==> src/rtl/hold_pkg.sv <==
package hold_pkg;

  typedef enum logic [1:0] {
    ST_RUN  = 2'd0,
    ST_HOLD = 2'd1,
    ST_WARM = 2'd2
  } holdState_t;

  localparam logic [3:0] CMD_HOLD_LEVEL = 4'b1101;
  localparam logic [3:0] CMD_HOLD_EDGE  = 4'b1010;

  // strobes from the sequencer to the datapath
  typedef struct packed {
    logic cntClear;
    logic cntStep;
    logic runPulse;
  } dpStrobe_t;

endpackage

==> src/rtl/hold_datapath.sv <==
module hold_datapath
  import hold_pkg::*;
#(
  parameter int SYNC_STAGES = 2,
  parameter int WARM_BITS   = 14
) (
  input  logic      clk,
  input  logic      rstN,
  input  logic      holdPin,
  input  logic      portLatch,
  input  dpStrobe_t strobe,
  output logic      holdLvl,
  output logic      holdRise,
  output logic      warmDone,
  output logic      cpuRun
);

  localparam logic [WARM_BITS-1:0] CNT_LAST = {WARM_BITS{1'b1}};

  logic [SYNC_STAGES-1:0] syncQ;
  logic                   prevLvl;
  logic [WARM_BITS-1:0]   warmCnt;
  logic                   runQ;

  // wake synchronizer: first stage takes the gated pin
  always_ff @(posedge clk) begin
    if (!rstN) syncQ[0] <= 1'b0;
    else       syncQ[0] <= holdPin & portLatch;
  end

  generate
    for (genvar i = 1; i < SYNC_STAGES; i++) begin : gSync
      always_ff @(posedge clk) begin
        if (!rstN) syncQ[i] <= 1'b0;
        else       syncQ[i] <= syncQ[i-1];
      end
    end
  endgenerate

  assign holdLvl = syncQ[SYNC_STAGES-1];

  // level history for rising-edge detection
  always_ff @(posedge clk) begin
    if (!rstN) prevLvl <= 1'b0;
    else       prevLvl <= holdLvl;
  end

  assign holdRise = holdLvl & ~prevLvl;

  // warm-up counter on the free-running clock
  always_ff @(posedge clk) begin
    if (!rstN)                warmCnt <= '0;
    else if (strobe.cntClear) warmCnt <= '0;
    else if (strobe.cntStep)  warmCnt <= warmCnt + 1'b1;
  end

  assign warmDone = (warmCnt == CNT_LAST);

  always_ff @(posedge clk) begin
    if (!rstN) runQ <= 1'b0;
    else       runQ <= strobe.runPulse;
  end

  assign cpuRun = runQ;

endmodule

==> src/rtl/hold_ctrl.sv <==
module hold_ctrl
  import hold_pkg::*;
(
  input  logic       clk,
  input  logic       rstN,
  input  logic       cmdWrEn,
  input  logic [3:0] cmdData,
  input  logic       holdLvl,
  input  logic       holdRise,
  input  logic       warmDone,
  output dpStrobe_t  strobe,
  output logic       edgeMode,
  output logic       oscEn,
  output logic       cpuFreeze,
  output logic       tgClear
);

  holdState_t state, stateNext;
  logic       modeQ, modeNext;
  logic       release_;

  always_ff @(posedge clk) begin
    if (!rstN) begin
      state <= ST_RUN;
      modeQ <= 1'b0;
    end else begin
      state <= stateNext;
      modeQ <= modeNext;
    end
  end

  assign release_ = modeQ ? holdRise : holdLvl;

  always_comb begin
    stateNext = state;
    modeNext  = modeQ;
    strobe    = '0;
    unique case (state)
      ST_RUN: begin
        if (cmdWrEn && cmdData == CMD_HOLD_LEVEL) begin
          modeNext = 1'b0;
          if (holdLvl) begin
            stateNext       = ST_WARM;
            strobe.cntClear = 1'b1;
          end else begin
            stateNext = ST_HOLD;
          end
        end else if (cmdWrEn && cmdData == CMD_HOLD_EDGE) begin
          modeNext  = 1'b1;
          stateNext = ST_HOLD;
        end
      end
      ST_HOLD: begin
        if (release_) begin
          stateNext       = ST_WARM;
          strobe.cntClear = 1'b1;
        end
      end
      ST_WARM: begin
        strobe.cntStep = 1'b1;
        if (warmDone) begin
          stateNext       = ST_RUN;
          strobe.runPulse = 1'b1;
        end
      end
      default: stateNext = ST_RUN;
    endcase
  end

  assign edgeMode  = modeQ;
  assign oscEn     = (state != ST_HOLD);
  assign cpuFreeze = (state != ST_RUN);
  assign tgClear   = (state == ST_HOLD);

endmodule

==> src/rtl/hold_top.sv <==
module hold_top
  import hold_pkg::*;
#(
  parameter int SYNC_STAGES = 2,
  parameter int WARM_BITS   = 14
) (
  input  logic       clk,
  input  logic       rstN,
  input  logic       cmdWrEn,
  input  logic [3:0] cmdData,
  input  logic       holdPin,
  input  logic       portLatch,
  output logic       oscEn,
  output logic       cpuFreeze,
  output logic       tgClear,
  output logic       cpuRun,
  output logic       statusHold
);

  dpStrobe_t strobe;
  logic      holdLvl;
  logic      holdRise;
  logic      warmDone;
  logic      edgeMode;

  hold_ctrl u_ctrl (
    .clk      (clk),
    .rstN     (rstN),
    .cmdWrEn  (cmdWrEn),
    .cmdData  (cmdData),
    .holdLvl  (holdLvl),
    .holdRise (holdRise),
    .warmDone (warmDone),
    .strobe   (strobe),
    .edgeMode (edgeMode),
    .oscEn    (oscEn),
    .cpuFreeze(cpuFreeze),
    .tgClear  (tgClear)
  );

  hold_datapath #(
    .SYNC_STAGES(SYNC_STAGES),
    .WARM_BITS  (WARM_BITS)
  ) u_dp (
    .clk      (clk),
    .rstN     (rstN),
    .holdPin  (holdPin),
    .portLatch(portLatch),
    .strobe   (strobe),
    .holdLvl  (holdLvl),
    .holdRise (holdRise),
    .warmDone (warmDone),
    .cpuRun   (cpuRun)
  );

  assign statusHold = holdLvl;

endmodule

==> config.mk <==
export PLATFORM = sky130hd
export DESIGN_NAME = hold_top
export DESIGN_NICKNAME = d
export VERILOG_FILES = /design/src/rtl/hold_pkg.sv /design/src/rtl/hold_datapath.sv /design/src/rtl/hold_ctrl.sv /design/src/rtl/hold_top.sv
export SDC_FILE = /design/constraint.sdc
export NUM_CORES = 1
export LEC_CHECK = 0
export ABC_AREA = 1
export BUFFER_PORTS_ARGS = -buffer_cell sky130_fd_sc_hd__buf_2
export CAP_MARGIN = 20
export CORE_MARGIN = 2
export CORE_UTILIZATION = 30
export DETAILED_ROUTE_END_ITERATION = 16
export PLACE_DENSITY_LB_ADDON = 0.05
export SKIP_CTS_REPAIR_TIMING = 1
export SLEW_MARGIN = 20
export SYNTH_ARGS = -nofsm -noshare
export SYNTH_HDL_FRONTEND = slang
export SYNTH_SLANG_ARGS = --single-unit
==> constraint.sdc <==
create_clock -name clk -period 2.79 [get_ports clk]
set_input_delay 0.1395 -clock clk [delete_from_list [all_inputs] [get_ports clk]]
set_output_delay 0.1395 -clock clk [all_outputs]
set_load 0.05 [all_outputs]
==> metrics.md, run 1 <==
| Metric | Value |
|---|---|
| Outcome | finished clean |
| Switching power share of the total | 30.19% |
| Kind of end point of the critical path | register |
| Multi-input logic area | 525.5 sq um |
| Combinational power share | 16.9% |
| Pint | 0.0003867 W |
| Synth Area in Compound Gates | 9.179% |
| Worst EP required | 3.00 ns |
| Buf/Inv on CP | 0 |
| Fillers | 370 |
| P_sw | 0.0001673 W |
| TritonCTS clock tree | done |
| Number of synthesized register bits | 21 |
| Layout Skew | 0.002501 ns |
| Cell Area, Synth | 1036 sq um |
| Share of layout cells above drive strength 1 | 19.38% |
| ANT nets after route | 0 |
| CTS Sinks | 21 |
| Critical path startpoint category | register |
| Cells after Synth | 144 |
| First-pass GRT wire length | 3657 um |
| Worst Path Arrival | 1.71 ns |
| Mean Syn Cell Area | 7.194 sq um |
| Worst Path Max Fanout | 3 |
| Vias | 867 |
| Clk buf depth | 2 |
| Largest net degree at the start of global routing | 13 |
| Core Region | 3337 sq um |
| HPWL Detailed | 1507 um |
| I/O pin cnt | 14 |
| Reg power frac | 56.5% |
| Relative slew slack | 78.47% |
| Max Cap Viol | 0 |
| Final setup viols | 0 |
| Worst setup path class | reg -> reg |
| Final hold vios | 0 |
| Cell Rows | 21 |
| Commonest non-fill, non-tap cell in the layout | nand2_1 |
| CTS clock-pin slew for the worst setup and hold paths | 0.11 ns |
| Crit path max-delay cell type | dfxtp_1 |
| Clk pwr share | 26.5% |
| Synthesized Nets | 154 |
| Root Buffer | clkbuf_4 |
| CP most frequent cell | nand2_1 |
| DIE AREA | 3939 sq um |
| Most frequent cells in the layout | 36 x nand2_1, 21 x dfxtp_1, 19 x inv_1, 19 x nor2_1, 13 x buf_2 |
| HP Class | in -> reg |
| Fin nets | 171 |
| IO Port Bufs | 13 |
| Drt wl/cell | 9.252 um |
| Peak supply drop | 153.9 uV |
| Max incr delay on CP | 0.40 ns |
| Clock Latency Late Sink | 0.30 ns |
| Synthesis Warnings | 0 |
| Area grow syn2layout | 13.29% |
| Post-Route WL | 1906 um |
| H-Tree Level Count | 1 |
| Post-route DRC violation count | 0 |
| Synth Area in XOR/XNOR | 3.382% |
| Worst-Margin Slew | 0.3195 ns |
| Initial Utilization | 31.05% |
| Unrepaired setup endpoints after global routing | no |
| Power per cell area | 472.1 nW/um^2 |
| DRT iter0 DRCs | 41 |
| Fin crit period | 1.505 ns |
| Largest family of logic cells by synthesized area | simple AND/OR/NAND/NOR gates |
| Max Transition Viols Final | 0 |
| Simple-Gate Fraction of Synth Area | 36.96% |
| Minimum hold slack | 0.03491 ns |
| Vias in the first global route | 872 |
| DR vias/cell | 4.209 |
| Initial antenna violation count | 0 |
| Chip width | 62.77 um |
| Final Cycle Share | 53.94% |
| Global Route Usage Sum | 11.69% |
| GPL Wtd Cong | 0.7117 |
| N_diodes | 0 |
| Sequential cell area | 420.4 sq um |
| Post-synthesis mux area share | 0% |
| Seq/Total Area, Yosys | 40.58% |
| Post-synthesis cell type count | 25 |
| Top delay family on crit path | simple AND/OR/NAND/NOR gates |
| Setup tns final | 0 ns |
| Gr ovfl total | 0 |
| Lkg Pwr | 0.4695 nW |
| Cells along the critical path | ha_1 -> nand2_1 -> nor2_1 -> nand2_1 -> o21ai_0 -> nand3_1 -> nand2_1 -> nor2_1 |
| TritonRoute pass-1 iters | 4 |
| Die height | 62.77 um |
| Adder-cell area share of the yosys netlist | 1.208% |
| Achievable Freq | 664.5 MHz |
| CTS buffer count | 3 |
## tightest hold or removal path, cell delays in order
cell and delay [ns]:
buf_2 0.09, nand2_1 0.04, nor2_1 0.03
## logic make-up after synthesis
logic type	Yosys count
buf+inv	22
flops	21
xor+xnor	4
simple gates	80
compound gates	16
fa+ha+maj	1
## power by group through the flow
stage / clock (W) / combinational, W / sequential, W
after floorplan: 0 / 0.0000731 / 0.000320
after global placement: 0 / 0.0000948 / 0.000320
after detailed placement: 0 / 0.0000951 / 0.000320
after CTS: 0.000157 / 0.0000953 / 0.000313
after global routing: 0.000170 / 0.000104 / 0.000315
final: 0.000147 / 0.0000939 / 0.000313
## state kept, by name, summed over array words and instances (netlist names)
signal,count
u_ctrl.state,2
u_dp.warmCnt,14
u_dp.syncQ,1
u_dp.holdLvl,1
u_ctrl.edgeMode,1
u_dp.cpuRun,1
u_dp.prevLvl,1
## final cells by class
cell class | instances | area share, %
tap | 46 | 4.904
sequential | 21 | 35.82
inverter | 21 | 6.716
timing repair buffer | 13 | 5.544
multi-input combinational | 101 | 44.78
clock buffer | 4 | 2.239
## synth_stat cells
| cell type | n | area, sq um |
|---|---|---|
| a21boi_0 | 1 | 7.510 |
| nand2_1 | 36 | 135.1 |
| nand3_4 | 1 | 17.52 |
| a21oi_2 | 3 | 26.28 |
| inv_1 | 19 | 71.32 |
| nor2_1 | 19 | 71.32 |
| dfxtp_1 | 21 | 420.4 |
| a31oi_1 | 1 | 6.260 |
| xor2_1 | 2 | 17.52 |
| a21oi_1 | 7 | 35.03 |
| or2_0 | 1 | 6.260 |
| inv_2 | 2 | 7.510 |
| nand3b_1 | 1 | 7.510 |
| o21ai_0 | 4 | 20.02 |
| ha_1 | 1 | 12.51 |
| nor2_4 | 3 | 33.78 |
| nor2_2 | 2 | 12.51 |
| nand2_2 | 1 | 6.260 |
| or2_2 | 1 | 6.260 |
| or2_1 | 1 | 6.260 |
| xnor2_1 | 2 | 17.52 |
| nand3_2 | 2 | 20.02 |
| buf_6 | 1 | 11.26 |
| nor3_1 | 4 | 20.02 |
| nand3_1 | 8 | 40.04 |
## through the flow
step           cell area [sq um]  power (W)  setup slack [ns]  utilization (%)  instances
5_1_grt                     1174  0.0005888            0.9756            35.17        206
3_5_place_dp                1147  0.0004152             1.275            34.38        202
4_1_cts                     1174  0.0005657             1.255            35.17        206
6_report                    1174  0.0005540             1.285            35.17        206
3_3_place_gp                1147  0.0004150             1.292            34.38        202
2_1_floorplan               1036  0.0003931             1.275                -        144
## path summary, 6_finish.rpt
kind              slack (ns)  cells past startpoint                         start                           end
setup / recovery        1.29                      8  u_dp.warmCnt[0]$_SDFFE_PP0N_  u_ctrl.state[0]$_SDFFE_PN0P_
hold / removal          0.03                      3                     portLatch      u_dp.syncQ[0]$_SDFF_PN0_
setup reg to reg        1.29                      8  u_dp.warmCnt[0]$_SDFFE_PP0N_  u_ctrl.state[0]$_SDFFE_PN0P_
hold reg to reg         0.42                      2      u_dp.syncQ[0]$_SDFF_PN0_       u_dp.holdLvl$_SDFF_PN0_
## routing by layer
metal | wire, um | track usage (%) | vias to the layer above
li1 | - | - | 476
met3 | 33 | 2.162 | 4
met2 | 860 | 18.68 | 6
met5 | 0 | 0 | -
met1 | 968 | 14.73 | 381
met4 | 44 | 6.667 | 0
Note: power is estimated with default switching activity, not from simulation.
==> run 2, diff against run 1 <==
- clock period: 2.79 -> 1.55 ns (I/O delays scaled with it)
==> metrics.md, run 2 (synthesis results as in run 1) <==
| Metric | Value |
|---|---|
| Root Buffer | clkbuf_4 |
| Vias | 891 |
| P_sw | 0.0003071 W |
| CTS buffer count | 3 |
| CTS clock-pin slew for the worst setup and hold paths | 0.12 ns |
| DRT iter0 DRCs | 22 |
| Unrepaired setup endpoints after global routing | no |
| Sequential cell area | 421.7 sq um |
| Setup tns final | 0 ns |
| Worst setup path class | reg -> reg |
| Met1 wire length | 969 um |
| Pint | 0.0007007 W |
| Combinational power share | 17.5% |
| Placed cell areas | 1162 sq um |
| Share of layout cells above drive strength 1 | 22.56% |
| TritonCTS clock tree | done |
| Final setup viols | 0 |
| TritonRoute pass-1 iters | 4 |
| Die height | 62.77 um |
| Worst setup startpoint | u_dp.warmCnt[1]$_SDFFE_PP0N_ |
| Biggest register | u_dp.warmCnt |
| First-pass GRT wire length | 3663 um |
| Power per cell area | 826.9 nW/um^2 |
| Reg power frac | 55.9% |
| Final Cycle Share | 89.95% |
| Worst Path Max Fanout | 3 |
| Kind of end point of the critical path | register |
| CP endpoint | u_dp.warmCnt[10]$_SDFFE_PP0N_ |
| GPL Wtd Cong | 0.7008 |
| Total chip power | 0.001008 W |
| Vias in the first global route | 884 |
| Max Cap Viol | 0 |
| Cell Rows | 21 |
| I/O pin cnt | 14 |
| IO Port Bufs | 13 |
| Most frequent cells in the layout | 36 x nand2_1, 20 x dfxtp_1, 19 x inv_1 |
| Multi-input logic area | 534.3 sq um |
| Commonest non-fill, non-tap cell in the layout | nand2_1 |
| Chip width | 62.77 um |
| Gr ovfl total | 0 |
| Drt wl/cell | 9.281 um |
| Switching power share of the total | 30.47% |
| HPWL Detailed | 1565 um |
| Fin nets | 175 |
| Final hold vios | 0 |
| WL met2 | 900 um |
| DR vias/cell | 4.243 |
| HP Class | in -> reg |
| Clock Latency Late Sink | 0.31 ns |
| R2r startpoint | u_dp.warmCnt[1]$_SDFFE_PP0N_ |
| Fin crit period | 1.394 ns |
| Max Transition Viols Final | 0 |
| CTS Sinks | 21 |
| Largest register FFs | 14 |
| Worst EP required | 1.80 ns |
| Achievable Freq | 717.3 MHz |
| Peak supply drop | 385.3 uV |
| Placed Cells | 204 |
| Final instance area | 1219 sq um |
| N_diodes | 0 |
| Worst reg2reg setup slack | 0.16 ns |
| Initial antenna violation count | 0 |
| Initial Utilization | 31.05% |
| Worst-Margin Slew | 0.2563 ns |
| Finished Layout Cells | 210 |
| Lkg Pwr | 0.4869 nW |
| FF-to-FF End | u_dp.warmCnt[10]$_SDFFE_PP0N_ |
| Core Region | 3337 sq um |
| Area grow syn2layout | 17.63% |
| Clk buf depth | 2 |
| Worst Path Arrival | 1.65 ns |
| Layout Skew | 0.001778 ns |
| Relative slew slack | 82.76% |
| Critical path startpoint category | register |
| H-Tree Level Count | 1 |
| Global Route Usage Sum | 11.53% |
| Post-Route WL | 1949 um |
| Top Metal Used | met4 |
| Fillers | 382 |
| Clk pwr share | 26.6% |
| Top flop regs | u_dp.warmCnt: 14 flops, u_ctrl.state: 2 flops |
| DIE AREA | 3939 sq um |
| Largest net degree at the start of global routing | 13 |
| ANT nets after route | 0 |
| Post-route DRC violation count | 0 |
| Worst-case reg-to-reg path depth | 8 |
| Outcome | finished clean |
| Met3 WL | 46 um |
-- run 2: cell types whose count changed in the layout (fill, tap and decap cells not counted), sizes merged --
cell,before,now
dlygate4sd3,0,2
buf,13,15
-- run 2: through the flow --
| stage | util, % | hold WS, ns | setup slack, ns |
|---|---|---|---|
| after CTS | 35.62 | -0.01581 | 0.01507 |
| after floorplan | - | 0.1710 | 0.03475 |
| after detailed placement | 34.83 | 0.3220 | 0.03947 |
| after global routing | 36.52 | 0.01872 | 0.01748 |
| after global placement | 34.83 | 0.2951 | 0.09925 |
| final | 36.52 | 0.01472 | 0.1558 |
-- run 2: layout make-up --
| cell class | instances | area share, % |
|---|---|---|
| multi-input cells | 101 | 43.84 |
| flip-flops and latches | 21 | 34.60 |
| repair buffers | 17 | 8.214 |
| inverters | 21 | 6.468 |
| well taps | 46 | 4.723 |
| clock buffers | 4 | 2.156 |
-- run 2: worst min-delay path by stage --
stage	slack, ns	cells after the start	from	to
2_1_floorplan	0.17	2	rstN	u_dp.holdLvl$_SDFF_PN0_
4_1_cts	-0.02	3	portLatch	u_dp.syncQ[0]$_SDFF_PN0_
3_5_place_dp	0.32	3	portLatch	u_dp.syncQ[0]$_SDFF_PN0_
5_1_grt	0.02	3	rstN	u_dp.holdLvl$_SDFF_PN0_
3_3_place_gp	0.30	3	portLatch	u_dp.syncQ[0]$_SDFF_PN0_
6_report	0.01	3	rstN	u_dp.holdLvl$_SDFF_PN0_
-- run 2: layer usage --
| layer | GRT usage [%] | up-vias |
|---|---|---|
| li1 | - | 485 |
| met1 | 14.37 | 395 |
| met2 | 18.95 | 7 |
| met3 | 2.162 | 4 |
| met4 | 5.833 | 0 |
| met5 | 0 | - |
-- run 2: power groups by stage --
| stage | sequential, W | combinational (W) | clock (W) |
|---|---|---|---|
| after detailed placement | 0.000576 | 0.000175 | 0 |
| after floorplan | 0.000576 | 0.000131 | 0 |
| after CTS | 0.000564 | 0.000175 | 0.000282 |
| final | 0.000563 | 0.000176 | 0.000269 |
| after global routing | 0.000566 | 0.000192 | 0.000306 |
| after global placement | 0.000576 | 0.000172 | 0 |
-- run 2: critical path, stage by stage, from the launching register on --
cell and delay (ns):
dfxtp_1 0.38, ha_1 0.18, nand2_1 0.07, nor2_2 0.14, nand3_2 0.11, buf_4 0.15
nor3_1 0.12, o21ai_0 0.10, nor2_1 0.08
==> run 3, diff against run 2 <==
- SETUP_SLACK_MARGIN: unset -> 0.5
==> metrics.md, run 3 (synthesis results as in run 1) <==
| Metric | Value |
|---|---|
| TritonRoute pass-1 iters | 4 |
| Final Cycle Share | 84.73% |
| DRT iter0 DRCs | 44 |
| ANT nets after route | 0 |
| Outcome | finished clean |
| Layout Skew | 0.001781 ns |
| Met2 Use GR | 19.35% |
| TritonCTS clock tree | done |
| Most crowded layer after global routing | met2 |
| GPL Wtd Cong | 0.7330 |
| Share of layout cells above drive strength 1 | 34.71% |
| DIE AREA | 3939 sq um |
| Commonest non-fill, non-tap cell in the layout | nand2_1 |
| Vias | 920 |
| Clk buf depth | 2 |
| Max incr delay on CP | 0.43 ns |
| Critical path startpoint category | register |
| Cells along the critical path | nor2_2 -> buf_4 -> inv_1 -> buf_2 |
| Crit path max-delay cell type | dfxtp_4 |
| HP Class | in -> reg |
| Largest net degree at the start of global routing | 13 |
| Lkg Pwr | 0.5549 nW |
| Final Core Density | 42.82% |
| Post-route DRC violation count | 0 |
| CTS Sinks | 21 |
| Core Region | 3337 sq um |
| Power per cell area | 756.0 nW/um^2 |
| Global Route Usage Sum | 11.76% |
| DR vias/cell | 4.259 |
| Unrepaired setup endpoints after global routing | yes |
| Vias in the first global route | 872 |
| IO Port Bufs | 13 |
| Post-Route WL | 2076 um |
| Top flop regs | u_dp.warmCnt: 14 flops, u_ctrl.state: 2 flops |
| Worst setup path class | reg -> out |
| Met1 Use GR | 14.60% |
| Peak supply drop | 313.4 uV |
| Kind of end point of the critical path | primary output |
| Setup tns final | 0 ns |
| Relative slew slack | 83.16% |
| Max Transition Viols Final | 0 |
| Cell Rows | 21 |
| Fin nets | 181 |
| Buf/Inv on CP | 3 |
| Largest register FFs | 14 |
| Most frequent cells in the layout | 32 x nand2_1, 18 x inv_1, 15 x dfxtp_1 |
| CTS clock-pin slew for the worst setup and hold paths | 0.12 ns |
| Final hold vios | 0 |
| Achievable Freq | 761.5 MHz |
| Worst EP required | 1.47 ns |
| Max Cap Viol | 0 |
| GR Layer Usage met3 | 2.342% |
| Worst Path Arrival | 1.24 ns |
| Chip width | 62.77 um |
| Final setup viols | 0 |
| Top delay family on crit path | buffers and inverters |
| Biggest register | u_dp.warmCnt |
| Initial Utilization | 31.05% |
| H-Tree Level Count | 1 |
| Worst-Margin Slew | 0.2520 ns |
| Initial antenna violation count | 0 |
| First-pass GRT wire length | 3691 um |
| Gr ovfl total | 0 |
| CTS buffer count | 3 |
| Drt wl/cell | 9.611 um |
| Root Buffer | clkbuf_4 |
| Worst Path Max Fanout | 5 |
| Area grow syn2layout | 37.92% |
| HPWL Detailed | 1583 um |
| I/O pin cnt | 14 |
| N_diodes | 0 |
| Fin crit period | 1.313 ns |
| Clock Latency Late Sink | 0.30 ns |
| Die height | 62.77 um |
## run 3: per-layer routing
metal / part of all wire [%] / up-vias
met3: 2.1 / 2
met4: 0.92 / 0
met1: 49 / 416
met2: 48 / 4
met5: 0 / -
li1: - / 498
## run 3: area by class of cell
class,count,area [sq um]
inverters,21,96.34
well taps,46,57.56
flip-flops and latches,21,440.4
multi-input cells,101,635.6
clock buffers,4,26.28
fillers,362,1908
repair buffers,23,172.7
## run 3: worst min-delay path, delay by kind of cell
kind / cells / cell delay, ns
AO/OA/AOI/OAI: 2 / 0.11
buffers and inverters: 1 / 0.12
## run 3: final timing paths
kind / startpoint / to / slack [ns] / cells past startpoint
worst min register to register: u_dp.syncQ[0]$_SDFF_PN0_ / u_dp.holdLvl$_SDFF_PN0_ / 0.42 / 2
worst max-delay path: u_ctrl.state[0]$_SDFFE_PN0P_ / cpuFreeze / 0.24 / 4
worst min-delay path: rstN / u_ctrl.edgeMode$_SDFFE_PN0P_ / 0.04 / 3
worst max register to register: u_ctrl.state[0]$_SDFFE_PN0P_ / u_dp.warmCnt[11]$_SDFFE_PP0N_ / 0.25 / 7
## run 3: report_power, final
| group | switching, W | leakage, nW | internal (W) |
|---|---|---|---|
| clock network | 0.000165 | 0.0150 | 0.000100 |
| registers | 0.0000212 | 0.174 | 0.000547 |
| logic | 0.000145 | 0.366 | 0.000102 |
## run 3: through the flow
stage / setup slack (ns) / hold WS [ns] / cell area, sq um / power [W] / std cells
finish: 0.2367 / 0.04149 / 1429 / 0.001080 / 216
global route: 0.1507 / 0.03374 / 1429 / 0.001146 / 216
CTS: 0.2111 / -0.03927 / 1270 / 0.001057 / 207
detailed placement: 0.2530 / 0.2987 / 1244 / 0.0007835 / 203
global placement: 0.2496 / 0.2932 / 1244 / 0.0007820 / 203
floorplan: 0.3565 / 0.1703 / 1125 / 0.0007326 / 144
